## src/rtl/dcb_pkg.sv

```systemverilog
package dcb_pkg;
  // default geometry of the signaling capture
  localparam int unsigned DEF_LANES = 2;
  localparam int unsigned DEF_BITS  = 2;
  localparam int unsigned DEF_SYNC  = 2;
endpackage

```

## src/rtl/dcb_sync.sv

```systemverilog
module dcb_sync #(
  parameter int unsigned WIDTH  = 4,
  parameter int unsigned STAGES = 2
) (
  input  logic             clk,
  input  logic             rst_n,
  input  logic [WIDTH-1:0] d_i,
  output logic [WIDTH-1:0] q_o
);
  logic [STAGES-1:0][WIDTH-1:0] chain_q;

  always_ff @(posedge clk or negedge rst_n) begin
    if (!rst_n) begin
      chain_q <= '0;
    end else begin
      chain_q[0] <= d_i;
      for (int i = 1; i < int'(STAGES); i++) chain_q[i] <= chain_q[i-1];
    end
  end

  assign q_o = chain_q[STAGES-1];
endmodule

```

## src/rtl/dcb_edge.sv

```systemverilog
module dcb_edge (
  input  logic clk,
  input  logic rst_n,
  input  logic lvl_i,
  output logic rise_o,
  output logic fall_o
);
  logic prev_q;

  always_ff @(posedge clk or negedge rst_n) begin
    if (!rst_n) prev_q <= 1'b0;
    else        prev_q <= lvl_i;
  end

  assign rise_o = lvl_i & ~prev_q;
  assign fall_o = ~lvl_i & prev_q;
endmodule

```

## src/rtl/dcb_lane.sv

```systemverilog
module dcb_lane #(
  parameter int unsigned BITS = 2
) (
  input  logic            clk,
  input  logic            rst_n,
  input  logic            frame_rise_i,
  input  logic            sample_en_i,
  input  logic            bit_i,
  output logic [BITS-1:0] buf_o
);
  localparam int unsigned CW = $clog2(BITS + 1);

  logic [BITS-1:0] buf_q, buf_d;
  logic [CW-1:0]   cnt_q, cnt_d, cnt_eff;
  logic            buf_en, cnt_en;

  // a frame edge restarts the count; an edge in the same cycle is bit 0
  always_comb begin
    cnt_eff = frame_rise_i ? '0 : cnt_q;
    buf_d   = buf_q;
    cnt_d   = cnt_eff;
    if (sample_en_i) begin
      if (cnt_eff < CW'(BITS)) begin
        buf_d[BITS-1-int'(cnt_eff)] = bit_i;
        cnt_d = cnt_eff + 1'b1;
      end else begin
        buf_d = {buf_q, bit_i} >> 0;
        buf_d = (buf_q << 1) | {{(BITS-1){1'b0}}, bit_i};
      end
    end
  end

  assign buf_en = sample_en_i;
  assign cnt_en = sample_en_i | frame_rise_i;

  always_ff @(posedge clk or negedge rst_n) begin
    if (!rst_n) begin
      buf_q <= '0;
      cnt_q <= '0;
    end else begin
      if (buf_en) buf_q <= buf_d;
      if (cnt_en) cnt_q <= cnt_d;
    end
  end

  assign buf_o = buf_q;
endmodule

```

## src/rtl/dchan_pair_buffer.sv

```systemverilog
module dchan_pair_buffer #(
  parameter int unsigned NUM_LANES     = dcb_pkg::DEF_LANES,
  parameter int unsigned BITS_PER_LANE = dcb_pkg::DEF_BITS,
  parameter int unsigned SYNC_STAGES   = dcb_pkg::DEF_SYNC
) (
  input  logic                               clk,
  input  logic                               rst_n,
  input  logic                               sdclk_i,
  input  logic                               frame_i,
  input  logic                               hold_n_i,
  input  logic [NUM_LANES-1:0]               din_i,
  output logic [NUM_LANES*BITS_PER_LANE-1:0] word_o,
  output logic                               word_vld_o
);
  localparam int unsigned WW = NUM_LANES * BITS_PER_LANE;
  localparam int unsigned SW = NUM_LANES + 3;

  logic [SW-1:0]        raw_in, sync_out;
  logic [NUM_LANES-1:0] din_s;
  logic                 sdclk_s, frame_s, hold_s;
  logic                 sd_fall, sd_rise_nc, frame_rise, frame_fall_nc;
  logic                 sample_en;
  logic [WW-1:0]        buf_flat;
  logic [WW-1:0]        word_q, word_d;
  logic                 vld_q, vld_d;

  // one synchronizer for all inputs keeps data aligned with its clock edge
  assign raw_in = {hold_n_i, frame_i, sdclk_i, din_i};

  dcb_sync #(.WIDTH(SW), .STAGES(SYNC_STAGES)) u_sync (
    .clk(clk), .rst_n(rst_n), .d_i(raw_in), .q_o(sync_out)
  );

  assign din_s   = sync_out[NUM_LANES-1:0];
  assign sdclk_s = sync_out[NUM_LANES];
  assign frame_s = sync_out[NUM_LANES+1];
  assign hold_s  = sync_out[NUM_LANES+2];

  dcb_edge u_sd_edge (
    .clk(clk), .rst_n(rst_n), .lvl_i(sdclk_s), .rise_o(sd_rise_nc), .fall_o(sd_fall)
  );

  dcb_edge u_fr_edge (
    .clk(clk), .rst_n(rst_n), .lvl_i(frame_s), .rise_o(frame_rise), .fall_o(frame_fall_nc)
  );

  assign sample_en = sd_fall & hold_s;

  for (genvar g = 0; g < int'(NUM_LANES); g++) begin : g_lane
    dcb_lane #(.BITS(BITS_PER_LANE)) u_lane (
      .clk         (clk),
      .rst_n       (rst_n),
      .frame_rise_i(frame_rise),
      .sample_en_i (sample_en),
      .bit_i       (din_s[g]),
      .buf_o       (buf_flat[g*BITS_PER_LANE +: BITS_PER_LANE])
    );
  end

  // transfer stage: takes the buffers as they were before this cycle's sample
  always_comb begin
    word_d = word_q;
    vld_d  = frame_rise;
    if (frame_rise) word_d = buf_flat;
  end

  always_ff @(posedge clk or negedge rst_n) begin
    if (!rst_n) begin
      word_q <= '0;
      vld_q  <= 1'b0;
    end else begin
      if (frame_rise) word_q <= word_d;
      vld_q <= vld_d;
    end
  end

  assign word_o     = word_q;
  assign word_vld_o = vld_q;
endmodule

```

## config.mk

```make
export PLATFORM = sky130hd
export DESIGN_NAME = dchan_pair_buffer
export DESIGN_NICKNAME = d
export VERILOG_FILES = /design/src/rtl/dcb_pkg.sv /design/src/rtl/dcb_sync.sv /design/src/rtl/dcb_edge.sv /design/src/rtl/dcb_lane.sv /design/src/rtl/dchan_pair_buffer.sv
export SDC_FILE = /design/constraint.sdc
export NUM_CORES = 1
export LEC_CHECK = 0
export ABC_AREA = 1
export BUFFER_PORTS_ARGS = -buffer_cell sky130_fd_sc_hd__buf_4
export CAP_MARGIN = 15
export CORE_UTILIZATION = 58
export DETAILED_ROUTE_END_ITERATION = 10
export PLACE_DENSITY = 0.8
export SLEW_MARGIN = 20
export SYNTH_ARGS = -nofsm -noshare
export SYNTH_HDL_FRONTEND = slang
export SYNTH_SLANG_ARGS = --single-unit
```

## constraint.sdc

```tcl
create_clock -name clk -period 3.7 [get_ports clk]
set_input_delay 0.555 -clock clk [delete_from_list [all_inputs] [get_ports clk]]
set_output_delay 0.555 -clock clk [all_outputs]
set_load 0.05 [all_outputs]
```

; Word level (Yosys, flattened, before mapping)
; Index checks and enable logic that the tools add are counted.
[op_classes]
add_sub_neg = 4
n_lt_le_gt_ge = 6
n_eq_ne = 0
mul = 0
div = 0
n_reduce_logical = 2
bitwise_logic = 8
shift = 0
muxes = 14
[ops]
columns = operator, count
row1 = $ge 32x1->1 const B, 2
row2 = $lt 32x2->1 const B, 2
row3 = $mux 2, 8
row4 = $sub 1x2->3 const A, 2
row5 = $add 2x1->2 const B, 2
row6 = $bwmux 2, 2
row7 = $lt 2x2->1 const B, 2
row8 = $or 2x1->2, 2
row9 = $and 1x1->1, 3
row10 = $demux 1 s1, 2
row11 = $logic_and 1x1->1, 2
row12 = $mux 1, 2
row13 = $not 1->1, 2
row14 = $or 1x1->1, 1
[totals]
mem_bits_rw = 0
input_bits = 7
output_inout_bits = 5
ff_bits = 25
latchBits = 0
n_memories = 0
word_cells = 44
romBits = 0

; Logic depth before layout (Yosys ltp)
; Gate-level depths: netlist of run 1.
[logic_depth]
word_depth = 10
depth_mapped = 7
mapped_depth_nobuf = 7

; By module
; A second synthesis of run 1 with hierarchy kept.
[hier_totals]
cells_unflattened = 100
hier_area_um2 = 988.4
[by_module_without_submodules]
columns = mod, cells_each, area_each_um2, seq_area_each_um2, n_inst
row1 = dcb_sync, 15, 287.8, 250.2, 1
row2 = dcb_lane at g_lane[0].u_lane, 29, 229.0, 100.1, 1
row3 = dcb_lane at g_lane[1].u_lane, 26, 210.2, 100.1, 1
row4 = dchan_pair_buffer, 20, 181.4, 125.1, 1
row5 = dcb_edge, 5, 40.0, 25.0, 2

; Worst setup path before layout of run 1
; OpenSTA, ideal clock, no wires.
[synth_timing]
path_type = register -> register
startpoint = reg u_sync.chain_q (netlist bit u_sync.q_o[3])
endpoint = reg g_lane[1].u_lane.buf_q[0]
period_less_slack_ns = 1.235
setup_ns = 0.076
t_required_ns = 3.624
setup_slack_ns = 2.465
arrival_time_ns = 1.159
path_stages_with_launch = 7
n_path_buf = 1
cell_sequence = dfrtp_1 > nand2_4 > buf_8 > nand2_1 > ha_1 > nand3b_1 > o21ai_1
[synth_between]
elab_chain_cells = 9
elab_cells_between_ends = 11
classes_between = add/sub (1) / order compare (3) / mux (5) / bitwise (1) / reduce/logical (1)
[synth_rtl]
columns = item, line_no
row1 = from (decl), dcb_sync.sv:10  ; logic [STAGES-1:0][WIDTH-1:0] chain_q;
row2 = $and 1x1->1 *, dcb_edge.sv:15  ; assign rise_o = lvl_i & ~prev_q;
row3 = $mux 2 *, dcb_lane.sv:19  ; cnt_eff = frame_rise_i ? '0 : cnt_q;
row4 = $sub 1x2->3, dcb_lane.sv:24  ; buf_d[BITS-1-int'(cnt_eff)] = bit_i;
row5 = $ge 32x1->1 (not written as such) or $lt 32x2->1 (tied branches), dcb_lane.sv:24
row6 = $logic_and 1x1->1 (not written as such), dcb_lane.sv:24
row7 = $mux 1 (not written as such), dcb_lane.sv:24
row8 = $demux 1 s1, --
row9 = $bwmux 2, dcb_lane.sv:24
row10 = $mux 2 *, dcb_lane.sv:23  ; if (cnt_eff < CW'(BITS)) begin
row11 = to (signal assigned), dcb_lane.sv:41  ; if (buf_en) buf_q <= buf_d;
row12 = to (decl), dcb_lane.sv:13  ; logic [BITS-1:0] buf_q, buf_d;
; Every way passes the cells marked *; elsewhere a longest branch is shown, timed or not.
; A chain may end at the register's enable or synchronous reset.

; Final worst setup path of run 1
[layout_timing]
startpoint = reg word_q[1], in the netlist word_o[1]
endpoint = out word_o[1]
[layout_lines]
columns = item, line_no
row1 = from (decl), dchan_pair_buffer.sv:24  ; logic [WW-1:0] word_q, word_d;
row2 = from (signal assigned), dchan_pair_buffer.sv:72  ; if (frame_rise) word_q <= word_d;
row3 = to (decl), dchan_pair_buffer.sv:12  ; output logic [NUM_LANES*BITS_PER_LANE-1:0] word_o,
; No word-level cell between the ends.

==> metrics.md, run 1 <==
| Metric | Value |
|---|---|
| WP buf/inv | 1 |
| # rows | 14 |
| Final HPWL DP | about 920 um |
| Peak VDD IR | roughly 330 uV |
| DRC | 0 |
| Final Max Tran Viols | 0 |
| Total global routing overflow | 0 |
| Internal Pwr Total | 381 uW |
| Post-synthesis average cell area | 11.2 um2 |
| Clock skew | approximately 10 ps |
| Startpoint Class | register |
| Yosys cell types | 14 |
| Area grow syn2layout | 12.5% |
| Largest delay share family, worst path | flip-flops |
| Via density | about 5.3 |
| Leak pwr | between 0.0005 and 0.0006 uW |
| Outcome | finished clean |
| Asr flop ratio synth | between 90% and 100% |
| CP arrival | 910 ps |
| TritonCTS Sinks | 25 |
| Core Area | roughly 1500 um2 |
| Syn_nets | 93 |
| Ys flop type | dfrtp_1 |
| Cts bufs inserted | 3 |
| Worst skew pair latency | 320 ps |
| Endpoints failing hold | 0 |
| Largest net degree at the start of global routing | 26 |
| CP Depth | 1 |
| Initial Util | between 60 and 70% |
| Proportion of netlist area held by the largest area contributor | between 60 and 70% |
| First-pass GRT wire length | between 2 and 2.5 mm |
| Mapped Area | about 940 um2 |
| CP max-delay cell | dfrtp_1 |
| Ant. Diodes | 0 |
| Largest cells by area after synthesis | dfrtp_1 (67%), nand2_1 (11%), nand3_1 (3.2%) |
| DR WL/cell | approximately 11 um |
| H-tree Lvls | 1 |
| ANT nets after route | 0 |
| Vias | approximately 600 |
| Sw Share | between 30% and 40% |
| Vias in the first global route | about 600 |
| Final worst slack | 2240 ps |
| Final setup viols | 0 |
| Yosys reg bits | 25 |
| Fmax | 684 MHz |
| Largest area contributor in the netlist | dfrtp_1 |
| Die width | roughly 42 um |
| Crit. End Element | primary output |
| Setup CP Type | reg -> out |
| Worst-path maximum fanout | 2 |
| Die height | between 40 and 50 um |
| HP Class | in -> async |
| WL final | between 1 and 1.5 mm |
| Clock slew at reported path FFs | between 100 and 150 ps |
| Setup repair bufs after CTS | 0 |
| CTS Hold Bufs | 0 |
| Minimum clock period after layout | ~1500 ps |
| DR pass1 iterations | 5 |
| Post-synth EDFFs | 0 |
| Number of I/O pins | 12 |
| RSZ-0062 raised after global routing | no |
| Layout Nets | 108 |
| Slew at the pin with the worst max-slew slack | about 300 ps |
| Count leader, synth | nand2_1 |
| Syn Inst Count | 84 |
| First-iteration detailed-routing DRC count | 9 |
| Critical Path, Cell by Cell | buf_4 |
| Combinational fraction of design power | between 15 and 20% |
| Cells on worst reg2reg path | 5 |
| Max clock buf depth | 2 |
| GR Util All Layers | a little under a fifth |
| Initial antenna violation count | 0 |
| Critical Path RT | 3140 ps |
| Fin crit share | 39.5% |
| Clock Tree Root | clkbuf_4 |
| Max-slew headroom | roughly 80% |
| Setup TNS | 0 ps |
| Pwr/cell area | 521 nW/um2 |
| GP Congestion | between 0.7 and 0.8 |
| Layout cells sized above 1 | about a quarter |
| Psw | between 150 and 200 uW |
| CP peak stage delay | around 400 ps |
| Reg power frac | between 50% and 60% |
| Total die area | 1790 um2 |
| Most common library cells after synthesis | nand2_1 (28), dfrtp_1 (25), nand3_1 (6) |
| I/O Buffers | 11 |
| CTS tree | built |
| Post-CTS Resized | 0 |
| Syn. warnings | 0 |
| Clock share of power | a little over a fifth |
| Max-cap violations | 0 |
| Pre-CTS setup slack | 2390 ps |
| Sequential area share after synthesis | 66.6% |
-- logic make-up after synthesis --
kind of cell | after synthesis | synth area share (%)
AND/OR/NAND/NOR | 39 | 19.6
buffers and inverters | 8 | 4.66
AO/OA/AOI/OAI | 10 | 6.52
adder cells (fa/ha/maj) | 2 | 2.66
flip-flops | 25 | 66.6
-- worst paths after layout --
kind,startpoint,end,slack (ps)
worst max-delay path,word_o[1],word_o[1],2240
worst min register to register,u_sync.chain_q[2],u_sync.q_o[2],370
worst max register to register,u_sync.q_o[3],g_lane[1].u_lane.buf_o[0],2350
min in group clk,din_i[1],u_sync.chain_q[1],330
worst min-delay path,rst_n,u_fr_edge.prev_q,100
max in group asynchronous,rst_n,g_lane[0].u_lane.cnt_q[0],3360
-- final cells by class --
cell class                 instances  area, um2
clock buffer                       3       22.5
clock inverter                     1       7.51
fill                             119        449
inverter                           7       28.8
multi-input combinational         51        270
sequential                        25        626
tap                               16       20.0
timing repair buffer              11       82.6
-- layout by cell type (no fill, tap or decap), types with 2 or more instances in the layout --
| cell | n |
|---|---|
| dfrtp_1 | 25 |
| clkbuf_4 | 3 |
| ha_1 | 2 |
| o21ai_2 | 3 |
| nand2_1 | 28 |
| o21ai_1 | 5 |
| o21ai_0 | 2 |
| inv_1 | 5 |
| nand3b_1 | 2 |
| nand2_4 | 2 |
| buf_4 | 11 |
| nand3_1 | 6 |
-- power groups by stage --
| stage | sequential [uW] | combinational (uW) | clock [uW] |
|---|---|---|---|
| 2_1_floorplan | 358 | 43.0 | 0 |
| 3_3_place_gp | 328 | 104 | 0 |
| 3_5_place_dp | 329 | 108 | 0 |
| 4_1_cts | 324 | 108 | 125 |
| 5_1_grt | 329 | 120 | 137 |
| 6_report | 323 | 107 | 120 |
-- through the flow --
| stage | power [uW] | cell area (um2) | instances | hold slack [ps] | utilization [%] |
|---|---|---|---|---|---|
| 2_1_floorplan | 401 | 940 | 84 | 259 | - |
| 3_3_place_gp | 432 | 1030 | 110 | 332 | 68.2 |
| 3_5_place_dp | 437 | 1030 | 110 | 336 | 68.2 |
| 4_1_cts | 557 | 1060 | 114 | 102 | 70.2 |
| 5_1_grt | 585 | 1060 | 114 | 101 | 70.2 |
| 6_report | 551 | 1060 | 114 | 101 | 70.2 |
-- metal layers --
| layer | share of wire, % | GRT usage [%] |
|---|---|---|
| met1 | 43 | 23.2 |
| met2 | 51 | 29.5 |
| met3 | 4.9 | 3.88 |
| met4 | 0.71 | 9.38 |
| met5 | 0 | 0 |
-- registers in the layout, summed over array words and instances (netlist names) --
signal	flops
g_lane.u_lane.buf_o	4
g_lane.u_lane.cnt_q	4
u_fr_edge.prev_q	1
u_sd_edge.prev_q	1
u_sync.chain_q	5
u_sync.q_o	5
word_o	4
word_vld_o	1
(Power assumes the default switching activity.)
==> run 2, diff against run 1 <==
CORE_UTILIZATION = 48   (was 58)
PLACE_DENSITY = 0.71   (was 0.8)
clock period = 1.3 ns   (was 3.7 ns; I/O delays follow)
==> run 2 against run 1 <==
Cell count grew 17%. Clock skew grew 1.0 ps. Sequential power grew to 2.9 times the previous value. Die area grew 20%. Clock-buffer cell count grew 1. Combinational power grew to 3.1 times the previous value. First-iteration DRC count grew 130%. Design area grew 9.1%. Setup slack lost 2200 ps.
==> metrics.md, run 2 (synthesis results as in run 1) <==
| Metric | Value |
|---|---|
| Outcome | finished clean |
| Fmax | 817 MHz |
| GP Congestion | 0.709 (+0.24%) |
| Setup CP Type | reg -> reg |
| Post-CTS Resized | 0 (unchanged) |
| Minimum clock period after layout | ~1200 ps |
| Pwr/cell area | 1370 nW/um2 (+160%) |
| Final setup viols | 0 (unchanged) |
| DR WL/cell | 11.4 um (+2.5%) |
| DR pass1 iterations | 5 (unchanged) |
| # rows | 15 (+1) |
| Critical Path RT | 1550 ps (-1590 ps) |
| Slew at the pin with the worst max-slew slack | 298 ps (+1.91 ps) |
| Vias in the first global route | 561 (-6.7%) |
| HP Class | in -> async |
| Initial Util | 52.7% (-9.7 points) |
| Vias | 657 (+9.1%) |
| Worst-path maximum fanout | 5 (+3) |
| TritonCTS Sinks | 25 (unchanged) |
| Cells on worst reg2reg path | 5 (unchanged) |
| Max-cap violations | 0 (unchanged) |
| Fin area | 1150 um2 (+9.1%) |
| Setup TNS | 0 ps (unchanged) |
| First-pass GRT wire length | 2.33 mm (-2.9%) |
| Most frequent cells in the layout | nand2_1 (28), dfrtp_1 (25), buf_4 (14) |
| CTS tree | built |
| Endpoints failing hold | 0 (unchanged) |
| Leak pwr | 0.000581 uW (+7.8%) |
| Clock slew at reported path FFs | 120 ps (-20 ps) |
| Reg-to-Reg End | g_lane[1].u_lane.buf_o[0] |
| Crit. End Element | register |
| Layout Nets | 118 (+9.3%) |
| Commonest non-fill, non-tap cell in the layout | nand2_1 |
| Number of I/O pins | 12 (unchanged) |
| Core Area | 1780 um2 (+18%) |
| Initial antenna violation count | 0 (unchanged) |
| Startpoint Class | register |
| DRC | 0 (unchanged) |
| Die width | 46.2 um (+9.5%) |
| Overall power | 1580 uW (+190%) |
| Clock Tree Root | clkbuf_4 |
| Layout cells sized above 1 | 24.1% (+0.60 points) |
| Fin crit share | 94.2% |
| Final Max Tran Viols | 0 (unchanged) |
| FF-to-FF Start | u_sync.q_o[3] |
| Peak VDD IR | 893 uV (+170%) |
| First-iteration detailed-routing DRC count | 21 (+12) |
| Die height | 46.2 um (+9.5%) |
| RSZ-0062 raised after global routing | yes |
| R2r setup slk | 80 ps (-2270 ps) |
| Cts bufs inserted | 3 (unchanged) |
| WL final | 1.52 mm (+20%) |
| ANT nets after route | 0 (unchanged) |
| Dpl cell area | 1050 um2 (+1.8%) |
| H-tree Lvls | 1 (unchanged) |
| Area grow syn2layout | 22.8% |
| I/O Buffers | 11 (unchanged) |
| Worst skew pair latency | 310 ps (about the same) |
| Total global routing overflow | 0 (unchanged) |
| Via density | 4.94 (-6.5%) |
| Total die area | 2140 um2 (+20%) |
| GR Util All Layers | 16.2% (-2.0 points) |
| Max clock buf depth | 2 (unchanged) |
| CP arrival | 1470 ps (+560 ps) |
| Clock skew | 11.1 ps (+1.02 ps) |
| Max-slew headroom | 80.1% (-0.13 points) |
| Final HPWL DP | 1.01 mm (+9.5%) |
| Largest net degree at the start of global routing | 26 (unchanged) |
| Ant. Diodes | 0 (unchanged) |
[run 2: how the worst max path moves through the flow]
stage / from / slack [ps] / cells past startpoint / end
floorplan: u_sync.q_o[3] / 60 / 6 / g_lane[1].u_lane.buf_o[0]
global placement: u_sync.q_o[3] / 140 / 5 / g_lane[1].u_lane.buf_o[0]
detailed placement: u_sync.q_o[3] / 100 / 5 / g_lane[0].u_lane.buf_o[0]
CTS: u_sync.q_o[3] / 50 / 5 / g_lane[1].u_lane.buf_o[0]
global route: u_sync.q_o[3] / 3 / 5 / g_lane[1].u_lane.buf_o[0]
finish: u_sync.q_o[3] / 80 / 5 / g_lane[1].u_lane.buf_o[0]
[run 2: repair_timing]
action | in CTS | in global routing
buffers inserted | 0 | 2
endpoints found under the setup margin | 0 | 3
endpoints found under the hold margin | 30 | 0
hold buffers | 6 | 0
[run 2: metrics by stage]
step / std cells / utilization (%) / worst slack, ps / hold slack [ps]
2_1_floorplan: 84 / - / 64.6 / -101
3_3_place_gp: 120 / 58.7 / 142 / 109
3_5_place_dp: 120 / 58.7 / 101 / 109
4_1_cts: 130 / 63.5 / 52.8 / 314
5_1_grt: 133 / 64.7 / 3.24 / 321
6_report: 133 / 64.7 / 75.4 / 302
[run 2: where the power goes]
group,internal [uW],switching [uW],total [uW],leakage (uW)
combinational,125,206,330,0.000254
clock,120,202,322,0.0000150
sequential,862,61.6,924,0.000312
total,1110,469,1580,0.000581
[run 2: area by class of cell]
cell class                      count  area, um2
Timing Repair Buffer               20        165
Tap cell                           25       31.3
Sequential cell                    25        626
Clock buffer                        4       26.3
Fill cell                         143        629
Inverter                            7       28.8
Multi-Input combinational cell     52        277
[run 2: per-layer routing]
metal  vias up  GRT usage, %  part of all wire (%)
met1       315          19.8                    45
met5         -             0                     0
met3         4          3.53                   3.4
met4         0          8.82                   1.8
met2        19          26.5                    49
li1        319             -                     -
[run 2: critical path, stage by stage (launching register included)]
cell	delay, ps
dfrtp_1	450
nand2_4	120
nand2_1	90
ha_1	230
nand3b_1	170
o21ai_1	110
